### src/rtl/supv_pkg.sv
package supv_pkg;
    // Number of flops in the shared-line synchronizer; also the blanking
    // window after release, so the block never sees its own drive.
    localparam int unsigned SYNC_DEPTH = 2;

    function automatic int unsigned cnt_width(input int unsigned limit);
        return (limit > 1) ? $clog2(limit) : 1;
    endfunction
endpackage

### src/rtl/supv_glitch_filter.sv
module supv_glitch_filter #(
    parameter int unsigned HOLD_CYC = 3
) (
    input  logic clk,
    input  logic rst_n,
    input  logic raw_i,
    output logic fault_o
);
    localparam int unsigned CW = supv_pkg::cnt_width(HOLD_CYC);
    localparam logic [CW-1:0] TOP = CW'(HOLD_CYC - 1);

    typedef struct packed {
        logic [CW-1:0] run;
    } gf_state_t;

    gf_state_t st_d, st_q;
    logic at_top;

    always_comb begin
        st_d    = st_q;
        at_top  = (st_q.run == TOP);
        fault_o = raw_i && at_top;
        if (!raw_i)
            st_d.run = '0;
        else if (!at_top)
            st_d.run = st_q.run + 1'b1;
    end

    always_ff @(posedge clk) begin
        if (!rst_n) st_q <= '0;
        else        st_q <= st_d;
    end

    generate
        if (HOLD_CYC > 1) begin : g_chk

            first_sample_rejected_chk: assert property (@(posedge clk) disable iff (!rst_n)
                $rose(raw_i) |-> !fault_o);
        end
    endgenerate


    fault_persists_chk: assert property (@(posedge clk) disable iff (!rst_n)
        fault_o && raw_i |=> fault_o || !raw_i);
endmodule

### src/rtl/supv_level_delay.sv
module supv_level_delay #(
    parameter int unsigned DLY_CYC = 4
) (
    input  logic clk,
    input  logic rst_n,
    input  logic sense_i,
    output logic flag_o
);
    localparam int unsigned CW = supv_pkg::cnt_width(DLY_CYC);
    localparam logic [CW-1:0] TOP = CW'(DLY_CYC - 1);

    typedef struct packed {
        logic          lv;
        logic [CW-1:0] cnt;
    } ld_state_t;

    ld_state_t st_d, st_q;

    always_comb begin
        st_d = st_q;
        if (sense_i != st_q.lv) begin
            if (st_q.cnt == TOP) begin
                st_d.lv  = sense_i;
                st_d.cnt = '0;
            end else begin
                st_d.cnt = st_q.cnt + 1'b1;
            end
        end else begin
            st_d.cnt = '0;
        end
    end

    always_ff @(posedge clk) begin
        if (!rst_n) st_q <= '0;
        else        st_q <= st_d;
    end

    assign flag_o = st_q.lv;


    flag_rise_cause_chk: assert property (@(posedge clk) disable iff (!rst_n)
        $rose(flag_o) |-> $past(sense_i));

    flag_fall_cause_chk: assert property (@(posedge clk) disable iff (!rst_n)
        $fell(flag_o) |-> !$past(sense_i));
endmodule

### src/rtl/supv_watchdog.sv
module supv_watchdog #(
    parameter int unsigned PERIOD_CYC = 40,
    parameter bit          EN         = 1'b1
) (
    input  logic clk,
    input  logic rst_n,
    input  logic hold_i,
    input  logic kick_i,
    output logic expire_o
);
    localparam int unsigned CW = supv_pkg::cnt_width(PERIOD_CYC);
    localparam logic [CW-1:0] TOP = CW'(PERIOD_CYC - 1);

    generate
        if (EN) begin : g_wd
            typedef struct packed {
                logic [CW-1:0] cnt;
            } wd_state_t;

            wd_state_t st_d, st_q;

            always_comb begin
                st_d     = st_q;
                expire_o = !hold_i && !kick_i && (st_q.cnt == TOP);
                if (hold_i || kick_i || expire_o)
                    st_d.cnt = '0;
                else
                    st_d.cnt = st_q.cnt + 1'b1;
            end

            always_ff @(posedge clk) begin
                if (!rst_n) st_q <= '0;
                else        st_q <= st_d;
            end


            held_clear_chk: assert property (@(posedge clk) disable iff (!rst_n)
                hold_i || kick_i |=> st_q.cnt == '0);
        end else begin : g_nowd
            assign expire_o = 1'b0;
        end
    endgenerate
endmodule

### src/rtl/supv_reset_ctrl.sv
module supv_reset_ctrl #(
    parameter int unsigned GLITCH_CYC = 3,
    parameter int unsigned LV_DLY_CYC = 4,
    parameter int unsigned PULSE_CYC  = 2000000,
    parameter int unsigned WD_CYC     = 16000000,
    parameter bit          WD_EN      = 1'b1
) (
    input  logic clk,
    input  logic rst_n,
    input  logic vcc_low_i,
    input  logic sense_uv_i,
    input  logic sense_ov_i,
    input  logic line_n_i,
    input  logic wd_kick_i,
    output logic rst_o,
    output logic rst_n_o,
    output logic lowv_n_o
);
    import supv_pkg::*;

    localparam int unsigned PW = cnt_width(PULSE_CYC);
    localparam logic [PW-1:0] PTOP = PW'(PULSE_CYC - 1);
    localparam int unsigned BW = $clog2(SYNC_DEPTH + 1);
    localparam logic [BW-1:0] BLANK = BW'(SYNC_DEPTH);

    typedef struct packed {
        logic [SYNC_DEPTH-1:0] sync;
        logic [BW-1:0]         blank;
        logic                  rst;
        logic [PW-1:0]         pcnt;
    } rc_state_t;

    rc_state_t st_d, st_q;

    logic vcc_fault, wd_expire, lv_flag;
    logic line_s, ext_req, trig;

    supv_glitch_filter #(.HOLD_CYC(GLITCH_CYC)) u_glitch (
        .clk     (clk),
        .rst_n   (rst_n),
        .raw_i   (vcc_low_i),
        .fault_o (vcc_fault)
    );

    supv_watchdog #(.PERIOD_CYC(WD_CYC), .EN(WD_EN)) u_wdog (
        .clk      (clk),
        .rst_n    (rst_n),
        .hold_i   (st_q.rst),
        .kick_i   (wd_kick_i),
        .expire_o (wd_expire)
    );

    supv_level_delay #(.DLY_CYC(LV_DLY_CYC)) u_lowv (
        .clk     (clk),
        .rst_n   (rst_n),
        .sense_i (sense_uv_i || sense_ov_i),
        .flag_o  (lv_flag)
    );

    always_comb begin
        st_d    = st_q;
        line_s  = st_q.sync[SYNC_DEPTH-1];
        ext_req = !line_s && !st_q.rst && (st_q.blank == '0);
        trig    = vcc_fault || ext_req || wd_expire;

        st_d.sync = {st_q.sync[SYNC_DEPTH-2:0], line_n_i};

        if (st_q.rst)
            st_d.blank = BLANK;
        else if (st_q.blank != '0)
            st_d.blank = st_q.blank - 1'b1;

        if (trig) begin
            st_d.rst  = 1'b1;
            st_d.pcnt = '0;
        end else if (st_q.rst) begin
            if (st_q.pcnt == PTOP) begin
                st_d.rst  = 1'b0;
                st_d.pcnt = '0;
            end else begin
                st_d.pcnt = st_q.pcnt + 1'b1;
            end
        end
    end

    always_ff @(posedge clk) begin
        if (!rst_n) begin
            st_q.sync  <= '1;
            st_q.blank <= '0;
            st_q.rst   <= 1'b1;
            st_q.pcnt  <= '0;
        end else begin
            st_q <= st_d;
        end
    end

    assign rst_o    = st_q.rst;
    assign rst_n_o  = ~st_q.rst;
    assign lowv_n_o = ~lv_flag;


    full_timeout_chk: assert property (@(posedge clk) disable iff (!rst_n)
        $fell(st_q.rst) |-> $past(st_q.pcnt) == PTOP);

    supply_trigger_chk: assert property (@(posedge clk) disable iff (!rst_n)
        vcc_fault |=> st_q.rst && st_q.pcnt == '0);

    no_readback_chk: assert property (@(posedge clk) disable iff (!rst_n)
        $fell(st_q.rst) |-> !ext_req);

    wd_idle_in_reset_chk: assert property (@(posedge clk) disable iff (!rst_n)
        st_q.rst |-> !wd_expire);
endmodule

### config.mk
export PLATFORM = sky130hd
export DESIGN_NAME = supv_reset_ctrl
export DESIGN_NICKNAME = d
export VERILOG_FILES = /design/src/rtl/supv_pkg.sv /design/src/rtl/supv_glitch_filter.sv /design/src/rtl/supv_level_delay.sv /design/src/rtl/supv_watchdog.sv /design/src/rtl/supv_reset_ctrl.sv
export SDC_FILE = /design/constraint.sdc
export NUM_CORES = 1
export LEC_CHECK = 0
export BUFFER_PORTS_ARGS = -buffer_cell sky130_fd_sc_hd__clkbuf_2
export CAP_MARGIN = 0
export CORE_MARGIN = 5
export CORE_UTILIZATION = 40
export DETAILED_ROUTE_END_ITERATION = 10
export SLEW_MARGIN = 5
export SYNTH_ARGS = -nofsm -noshare
export SYNTH_HDL_FRONTEND = slang
export SYNTH_SLANG_ARGS = --single-unit
### constraint.sdc
create_clock -name clk -period 6.4 [get_ports clk]
set_input_delay 0.32 -clock clk [delete_from_list [all_inputs] [get_ports clk]]
set_output_delay 0.32 -clock clk [all_outputs]
set_load 0.02 [all_outputs]
# Word-level counts from Yosys, hierarchy flattened
# Index checks and enable logic that the tools add are counted.
op_classes:
  add_sub_neg: 5
  multipliers: 0
  n_div: 0
  n_lt_le_gt_ge: 0
  eq_ne: 5
  shift: 0
  n_mux: 5
  n_bitwise: 4
  reduce_logical: 22
ops:
  columns: ["cell", "count"]
  rows:
  - ["$add 24x1->24 const B", 1]
  - ["$eq 24x24->1 const B", 1]
  - ["$mux 22", 1]
  - ["$add 21x1->21 const B", 1]
  - ["$eq 21x21->1 const B", 1]
  - ["$mux 21", 1]
  - ["$reduce_or 2->1", 3]
  - ["$logic_and 1x1->1", 5]
  - ["$logic_or 1x1->1", 5]
  - ["$add 2x1->2 const B", 2]
  - ["$eq 2x2->1 const B", 2]
  - ["$mux 2", 2]
  - ["$not 1->1", 4]
  - ["$reduce_and 2->1", 2]
  - ["$reduce_bool 2->1", 2]
  - ["$logic_not 1->1", 3]
  - ["$reduce_or 3->1", 1]
  - ["$logic_not 2->1", 1]
  - ["$sub 2x1->2 const B", 1]
  - ["$mux 1", 1]
  - ["$ne 1x1->1", 1]
totals:
  register_bits: 55
  latch_bits: 0
  mem_bits_rw: 0
  rom_bits: 0
  input_bits: 7
  output_inout_bits: 3
  elab_cells: 50
  n_memories: 0

# Longest topological paths before layout
# Gate-level depths: netlist of run 1.
depth:
  ltp_word: 6
  ltp_mapped: 7
  depth_no_buf: 6

# Modules after synthesis
# From an unflattened synthesis of run 1, not the netlist that was laid out.
hier_totals:
  cells_unflattened: 288
  hier_area_um2: 2555.0
modules_own_cells:
  columns: ["module", "n_inst", "cells_each", "area_per_inst_um2", "seq_area_each_um2"]
  rows:
  - ["supv_reset_ctrl", 1, 136, 1242.4, 520.5]
  - ["supv_watchdog", 1, 132, 1094.8, 480.5]
  - ["supv_level_delay", 1, 9, 118.9, 60.1]
  - ["supv_glitch_filter", 1, 11, 98.8, 40.0]

# Worst setup path after synthesis of run 1
# Ideal clock, no wire load.
synth_timing:
  kind: "reg2reg"
  start: "reg st_q[0] in the netlist's numbering"
  end: "reg st_q[20] in the netlist's numbering"
  setup_time_ns: 0.079
  arrival_ns: 1.951
  required_ns: 6.321
  setup_slack_ns: 4.370
  stages_incl_launch_ff: 7
  n_path_buf: 1
  synth_period_minus_slack_ns: 2.030
  path_cell_list: "dfxtp_1 ha_1 nand4_1 or4_1 clkbuf_1 or4_1 a211oi_2"
synth_between:
  elab_chain_len: 2
  word_cells_on_any_way: 3
  cone_classes: "1 x add/sub; 1 x eq/ne; 1 x mux"
synth_lines:
  columns: ["element", "line_no", "text"]
  rows:
  - ["start: declaration", "supv_reset_ctrl.sv:33", "rc_state_t st_d, st_q;"]
  - ["start signal: assignment", "supv_reset_ctrl.sv:93", "st_q <= st_d;"]
  - ["$add 21x1->21 / $eq 21x21->1 (equally long branches)", "supv_reset_ctrl.sv:81, supv_reset_ctrl.sv:77", null]
  - ["$mux 21 *", "supv_reset_ctrl.sv:77", "if (st_q.pcnt == PTOP) begin"]
# Every way passes the cells marked *; elsewhere a longest branch is shown, timed or not.
# A chain may end at the register's enable or synchronous reset.

# Worst setup path in the final report of run 1
layout_timing:
  start: "reg u_wdog.g_wd.st_q[0] in the netlist's numbering"
  end: "reg st_q[4] in the netlist's numbering"
layout_between:
  elab_chain_len: 4
layout_lines:
  columns: ["element", "line_no", "text"]
  rows:
  - ["start: declaration", "supv_watchdog.sv:20", "wd_state_t st_d, st_q;"]
  - ["start signal: assignment", "supv_watchdog.sv:33", "else st_q <= st_d;"]
  - ["$eq 24x24->1", "supv_watchdog.sv:24", "expire_o = !hold_i && !kick_i && (st_q.cnt == TOP);"]
  - ["$logic_and 1x1->1", "supv_watchdog.sv:24", null]
  - ["$logic_or 1x1->1", "supv_reset_ctrl.sv:64", "trig = vcc_fault || ext_req || wd_expire;"]
  - ["$reduce_or 2->1 (no line)", null, null]
# No other way between the ends.

==> impl_metrics.ini, run 1 <==
[critical_path]
crit_family = compound AO/OA/AOI/OAI gates
worstSetupPathType = flop to flop
worstSetupStartpointType = flop
path_buf_inv = 0
path_cells = ha_1, nand2_1, or3_1, o41ai_4, nor3_1
crit_slowest_cell = o41ai_4
required_ps = 6550
cp_max_fo = 22
cp-end-kind = flop
max_stage_delay_ps = 1070
cp_data_arrival_time_ps = 2770

[global_route]
grtUsageTotal = 0.132
grt_pass1_wl_mm = 9.02
grt_overflow_total = 0
grt_pass1_vias = 1949
grt_start_max_net_pins = 23
antenna_found_initial = 0

[cts]
clockBufferDepth = 2
cts.sinks = 55
holdBufCountCts = 0
cts_resized = 0
postCtsSetupRepairBufs = 0
cts.clk_slew.worst_paths_ps = 100
cts_root_buf = clkbuf_8
h-tree-depth = 2
cts_buffers = 5
cts_tree = yes
clock_latency_ps = 310

[sta]
worst_pin_slew_ps = 1200
setup_viol = 0
fin_crit_sh = 0.409
skew_ps = 7.90
final-hold-violation-count = 0
fin_setup_tns_ps = 0
max_freq_mhz = 382
drv_slew = 0
rsz0062_at_grt = false
max_slew_margin = 0.196
whs_ps = 178
fin_crit_ps = 2610
finalWorstSetupSlack_ps = 3790

[place]
gp_congestion = 0.752
dp_cells = 374
portBuffers = 9
dp_slack_ps = 3760
place_hpwl_mm = 3.61

[route]
wl_per_cell_um = 13.5
dr_total_vias = 2096
ant_nets = 0
routed_wl_mm = 5.15
dr.pass1.iters = 4
via_per_inst = 5.49
first_iter_violations = 74
drcViolationCount = 0

[power]
irDropWorstVdd_v = 0.000126
p_leak_nw = 0.850
cellPowerDensity_nw_per_um2 = 204

[floorplan]
die-area_um2 = 8250
core_region_area_um2 = 6350
die_x_um = 90.8
rows = 29
io_pins = 10
die_h_um = 90.8
initial_core_util = 0.412

[synthesis]
synth_nets = 310
synth_xor_area_frac = 0.0804
ys_async_sr_fraction = 0
synthDistinctLibCells = 42
synthMuxAreaShare = 0
avgSynthCellArea_um2 = 8.74
ys_warn_count = 0
ys_seq_elements = 55
synth_top_family_by_area = simple AND/OR/NAND/NOR gates
yosys.area.top_type = dfxtp_1
yosysMostFrequentCell = dfxtp_1
synth_edf_count = 0
synthCells = 299
syn_area_um2 = 2610
seq_area_frac_synth = 0.421
synth_flop_cell = dfxtp_1
yosys.area.top_type_share = 0.421
synth-simple-area-share = 0.326
synthAdderAreaFrac = 0.0191
synth_compound_area_frac = 0.111
synth_common_cells = 55 x dfxtp_1, 24 x nor2_1, 21 x nand2_1
synthTopCellsByArea = dfxtp_1 42%, xnor2_1 4.7%, nor2_1 3.4%

[cells_and_area]
nNetsFinal = 315
nFillCells = 621
fin_cells = 382
fin_util = 0.444
num_antenna_cells = 0
area.growth.synth_to_final_pct = 7.85
drive_above_1_share = 0.0918

[status]
status = finished clean

[run]
cap_violations = 0

[worst_hold_path]
hold_class = primary input to flop
cells in the final DEF, fill, tap and decap left out, drive strengths merged, types with 2 or more instances in the layout:
master   n
dfxtp   55
nor2    24
nand2   21
nand3   18
inv     15
clkbuf  15
a21oi   14
xnor2   14
nor3    14
o21ai   13
or3     12
nand4   11
or4     10
xor2    10
a211oi   7
nor4     6
nor4b    5
and3     5
ha       4
and4     4
nand2b   3
nor4bb   3
o31ai    3
or4b     2
a31oi    2
nand3b   2
a31o     2
worst register-to-register path, delay by kind of cell, from the launching register on:
family          cells  cell delay, ps
compound gates      1            1070
fa+ha+maj           1             260
simple gates        3             730
flops               1             400
sequential cells by signal, indices dropped and copies added, names as in the netlist:
register and flops:
u_lowv.flag_o 1, st_d 1, rst_o 1, u_wdog.g_wd.st_q 24, u_lowv.st_q 2, u_glitch.st_q 2
line_s 1, st_q 23
report_power, final:
group          internal [mW]  total, mW  switching (mW)
combinational        0.00842     0.0180         0.00960
clock                 0.0886      0.207           0.118
sequential             0.347      0.351         0.00365
routing by layer:
metal  vias to the layer above  part of all wire  global-route usage
li1                       1095                 -                   -
met1                       975              0.49               0.171
met3                         6             0.030              0.0308
met4                         0             0.014              0.0452
met5                         -                 0                   0
met2                        20              0.47               0.213
cell families (layout without fill, tap and decap cells):
group,Yosys count,in the layout
adders and majority gates,4,4
buffers and inverters,27,33
and+or+nand+nor,144,144
xor gates and xnor gates,24,24
DFF,55,55
AOI/OAI and AO/OA,45,45
path summary, 6_finish.rpt:
check | start | depth (start not counted) | slack [ps] | end
min reg2reg | st_d[25] | 1 | 420 | line_s
min | line_n_i | 2 | 180 | st_d[25]
max reg2reg | u_wdog.g_wd.st_q[0] | 5 | 3790 | st_q[4]
max | u_wdog.g_wd.st_q[0] | 5 | 3790 | st_q[4]
per-stage QoR:
stage          power, mW  cell area [µm²]
2_1_floorplan      0.371             2610
3_3_place_gp       0.377             2720
3_5_place_dp       0.377             2720
4_1_cts            0.583             2820
5_1_grt            0.603             2820
6_report           0.576             2820
layout make-up:
class	count	area, µm²	share of cell area
Inverter	15	56.3	0.0200
Sequential cell	55	1100	0.391
Multi-Input combinational cell	217	1410	0.502
Clock buffer	6	82.6	0.0293
Clock inverter	2	16.3	0.00577
Tap cell	77	96.3	0.0342
Timing Repair Buffer	10	52.6	0.0186
No activity file was read; power rests on OpenSTA's default activity.
==> inputs of run 2 (changes only) <==
- ABC_AREA: unset -> 1
- clock period: 6.4 -> 2.15 ns (I/O delays scaled with it)
==> impl_metrics.ini, run 2 <==
[cells_and_area]
multiInputGateArea_um2 = 1610
drive_above_1_share = 0.108
largest_register_ffs = 24
area.growth.synth_to_final_pct = 8.14
layout_common_cells = 104 x nand2_1, 92 x nor2_1, 55 x dfxtp_1
final_common_cell = nand2_1
fin_util = 0.440
seqCellArea_um2 = 1100
nNetsFinal = 453
top_register = u_wdog.g_wd.st_q
nFillCells = 793
reg.largest.list = u_wdog.g_wd.st_q: 24 flops, st_q: 23 flops
num_antenna_cells = 0

[critical_path]
crit_path_end = u_wdog.g_wd.st_q[15]
path_cells = ha_1, nand2_1, nor3_4, nand2_1, nand2_2, nor2_1
cp_max_fo = 23
worstSetupPathType = flop to flop
cp_data_arrival_time_ps = 1850
r2r_start = u_wdog.g_wd.st_q[0]
max_stage_delay_ps = 370
required_ps = 2340
crit_slowest_cell = dfxtp_1
ff2ff_path_depth = 6
cp-startpoint = u_wdog.g_wd.st_q[0]
cp-end-kind = flop
r2r-end = u_wdog.g_wd.st_q[15]
path_common_cell = nand2_1
worstSetupStartpointType = flop
reg2reg_slack_ps = 490

[synthesis]
synthDistinctLibCells = 29
syn_area_um2 = 2940
synth_xor_area_frac = 0.0656
synthTopCellsByArea = dfxtp_1 37%, nand2_1 13%, nor2_1 12%
ys_seq_elements = 55
synth_compound_area_frac = 0.0422
synth_top_family_by_area = simple AND/OR/NAND/NOR gates
synth-simple-area-share = 0.422
ys_async_sr_fraction = 0
ys_warn_count = 0
synth_flop_cell = dfxtp_1
synthMuxAreaShare = 0
synthCells = 428
yosysMostFrequentCell = nand2_1
synth_common_cells = 104 x nand2_1, 92 x nor2_1, 55 x dfxtp_1
yosys.area.top_type_share = 0.375
synthAdderAreaFrac = 0.0170
synth_nets = 439
synth_edf_count = 0
yosys.area.top_type = dfxtp_1
avgSynthCellArea_um2 = 6.86
seq_area_frac_synth = 0.375

[floorplan]
die_x_um = 95.7
die-area_um2 = 9150
rows = 31
initial_core_util = 0.407
core_region_area_um2 = 7210
io_pins = 10
die_h_um = 95.7

[sta]
fin_crit_ps = 1660
final-hold-violation-count = 0
fin_setup_tns_ps = 0
finalWorstSetupSlack_ps = 491
fin_crit_sh = 0.772
worst_pin_slew_ps = 455
max_slew_margin = 0.695
skew_ps = 11.7
setup_viol = 0
whs_ps = 35.3
rsz0062_at_grt = false
max_freq_mhz = 603
drv_slew = 0

[route]
routed_wl_mm = 6.00
via_per_inst = 4.62
wl_per_cell_um = 11.1
dr.pass1.iters = 4
ant_nets = 0
drcViolationCount = 0
dr_total_vias = 2506
first_iter_violations = 81

[global_route]
antenna_found_initial = 0
grt_pass1_wl_mm = 10.8
grtUsageTotal = 0.147
grt_start_max_net_pins = 24
grt_overflow_total = 0
grt_pass1_vias = 2404

[power]
irDropWorstVdd_v = 0.000246
p_leak_nw = 1.12
cellPowerDensity_nw_per_um2 = 535
power_mw = 1.70

[status]
status = finished clean

[cts]
postCtsSetupRepairBufs = 0
clock_latency_ps = 320
cts_root_buf = clkbuf_8
cts_buffers = 5
clockBufferDepth = 2
cts_tree = yes
h-tree-depth = 2
cts.clk_slew.worst_paths_ps = 110
cts.sinks = 55

[worst_hold_path]
hold_class = primary input to flop

[place]
portBuffers = 9
gp_congestion = 0.802
dp_slack_ps = 490
place_hpwl_mm = 4.56

[run]
cap_violations = 0
## run 2: area by class of cell
class                           instances  share of cell area
Inverter                               46              0.0544
Timing Repair Buffer                   13              0.0244
Sequential cell                        55               0.347
Clock buffer                            5              0.0217
Clock inverter                          3             0.00788
Tap cell                               99              0.0390
Multi-Input combinational cell        321               0.506
## run 2: timing repair
action,4_1_cts,5_1_grt
hold buffers,1,0
hold endpoints to repair,1,0
endpoints found under the setup margin,0,0
resized for setup,0,0
## run 2: layer usage
| layer | track usage | routed length [µm] |
|---|---|---|
| met1 | 0.188 | 2930 |
| met5 | 0 | 0 |
| met4 | 0.0379 | 63 |
| met3 | 0.0245 | 105 |
| met2 | 0.255 | 2900 |
## run 2: power breakdown
| part | switching (mW) | internal [mW] |
|---|---|---|
| logic | 0.0324 | 0.0228 |
| registers | 0.0107 | 1.03 |
| clock network | 0.364 | 0.234 |
## run 2: cell families (layout without fill, tap and decap cells)
logic type / count (synthesis) / after routing
xor+xnor: 22 / 22
compound gates: 22 / 22
simple gates: 273 / 273
flops: 55 / 55
fa+ha+maj: 4 / 4
buf+inv: 52 / 67
## run 2: worst min path at each step
stage               startpoint                to  slack (ps)  depth (start not counted)
finish               vcc_low_i  u_glitch.st_q[0]          40                          3
global placement      line_n_i          st_d[25]         310                          2
detailed placement    line_n_i          st_d[25]         320                          2
global route         vcc_low_i  u_glitch.st_q[1]          60                          3
CTS                  vcc_low_i  u_glitch.st_q[0]          40                          3
floorplan             line_n_i          st_d[25]         210                          1
## run 2: critical path: cells and delay by family (launching register included)
family,cells,cell delay [ps]
DFF,1,370
and+or+nand+nor,5,980
adders and majority gates,1,180
## run 2: per-stage QoR
| step | std cells | cell area (µm²) |
|---|---|---|
| 5_1_grt | 542 | 3180 |
| 2_1_floorplan | 428 | 2940 |
| 3_3_place_gp | 533 | 3070 |
| 3_5_place_dp | 533 | 3070 |
| 4_1_cts | 542 | 3180 |
| 6_report | 542 | 3180 |
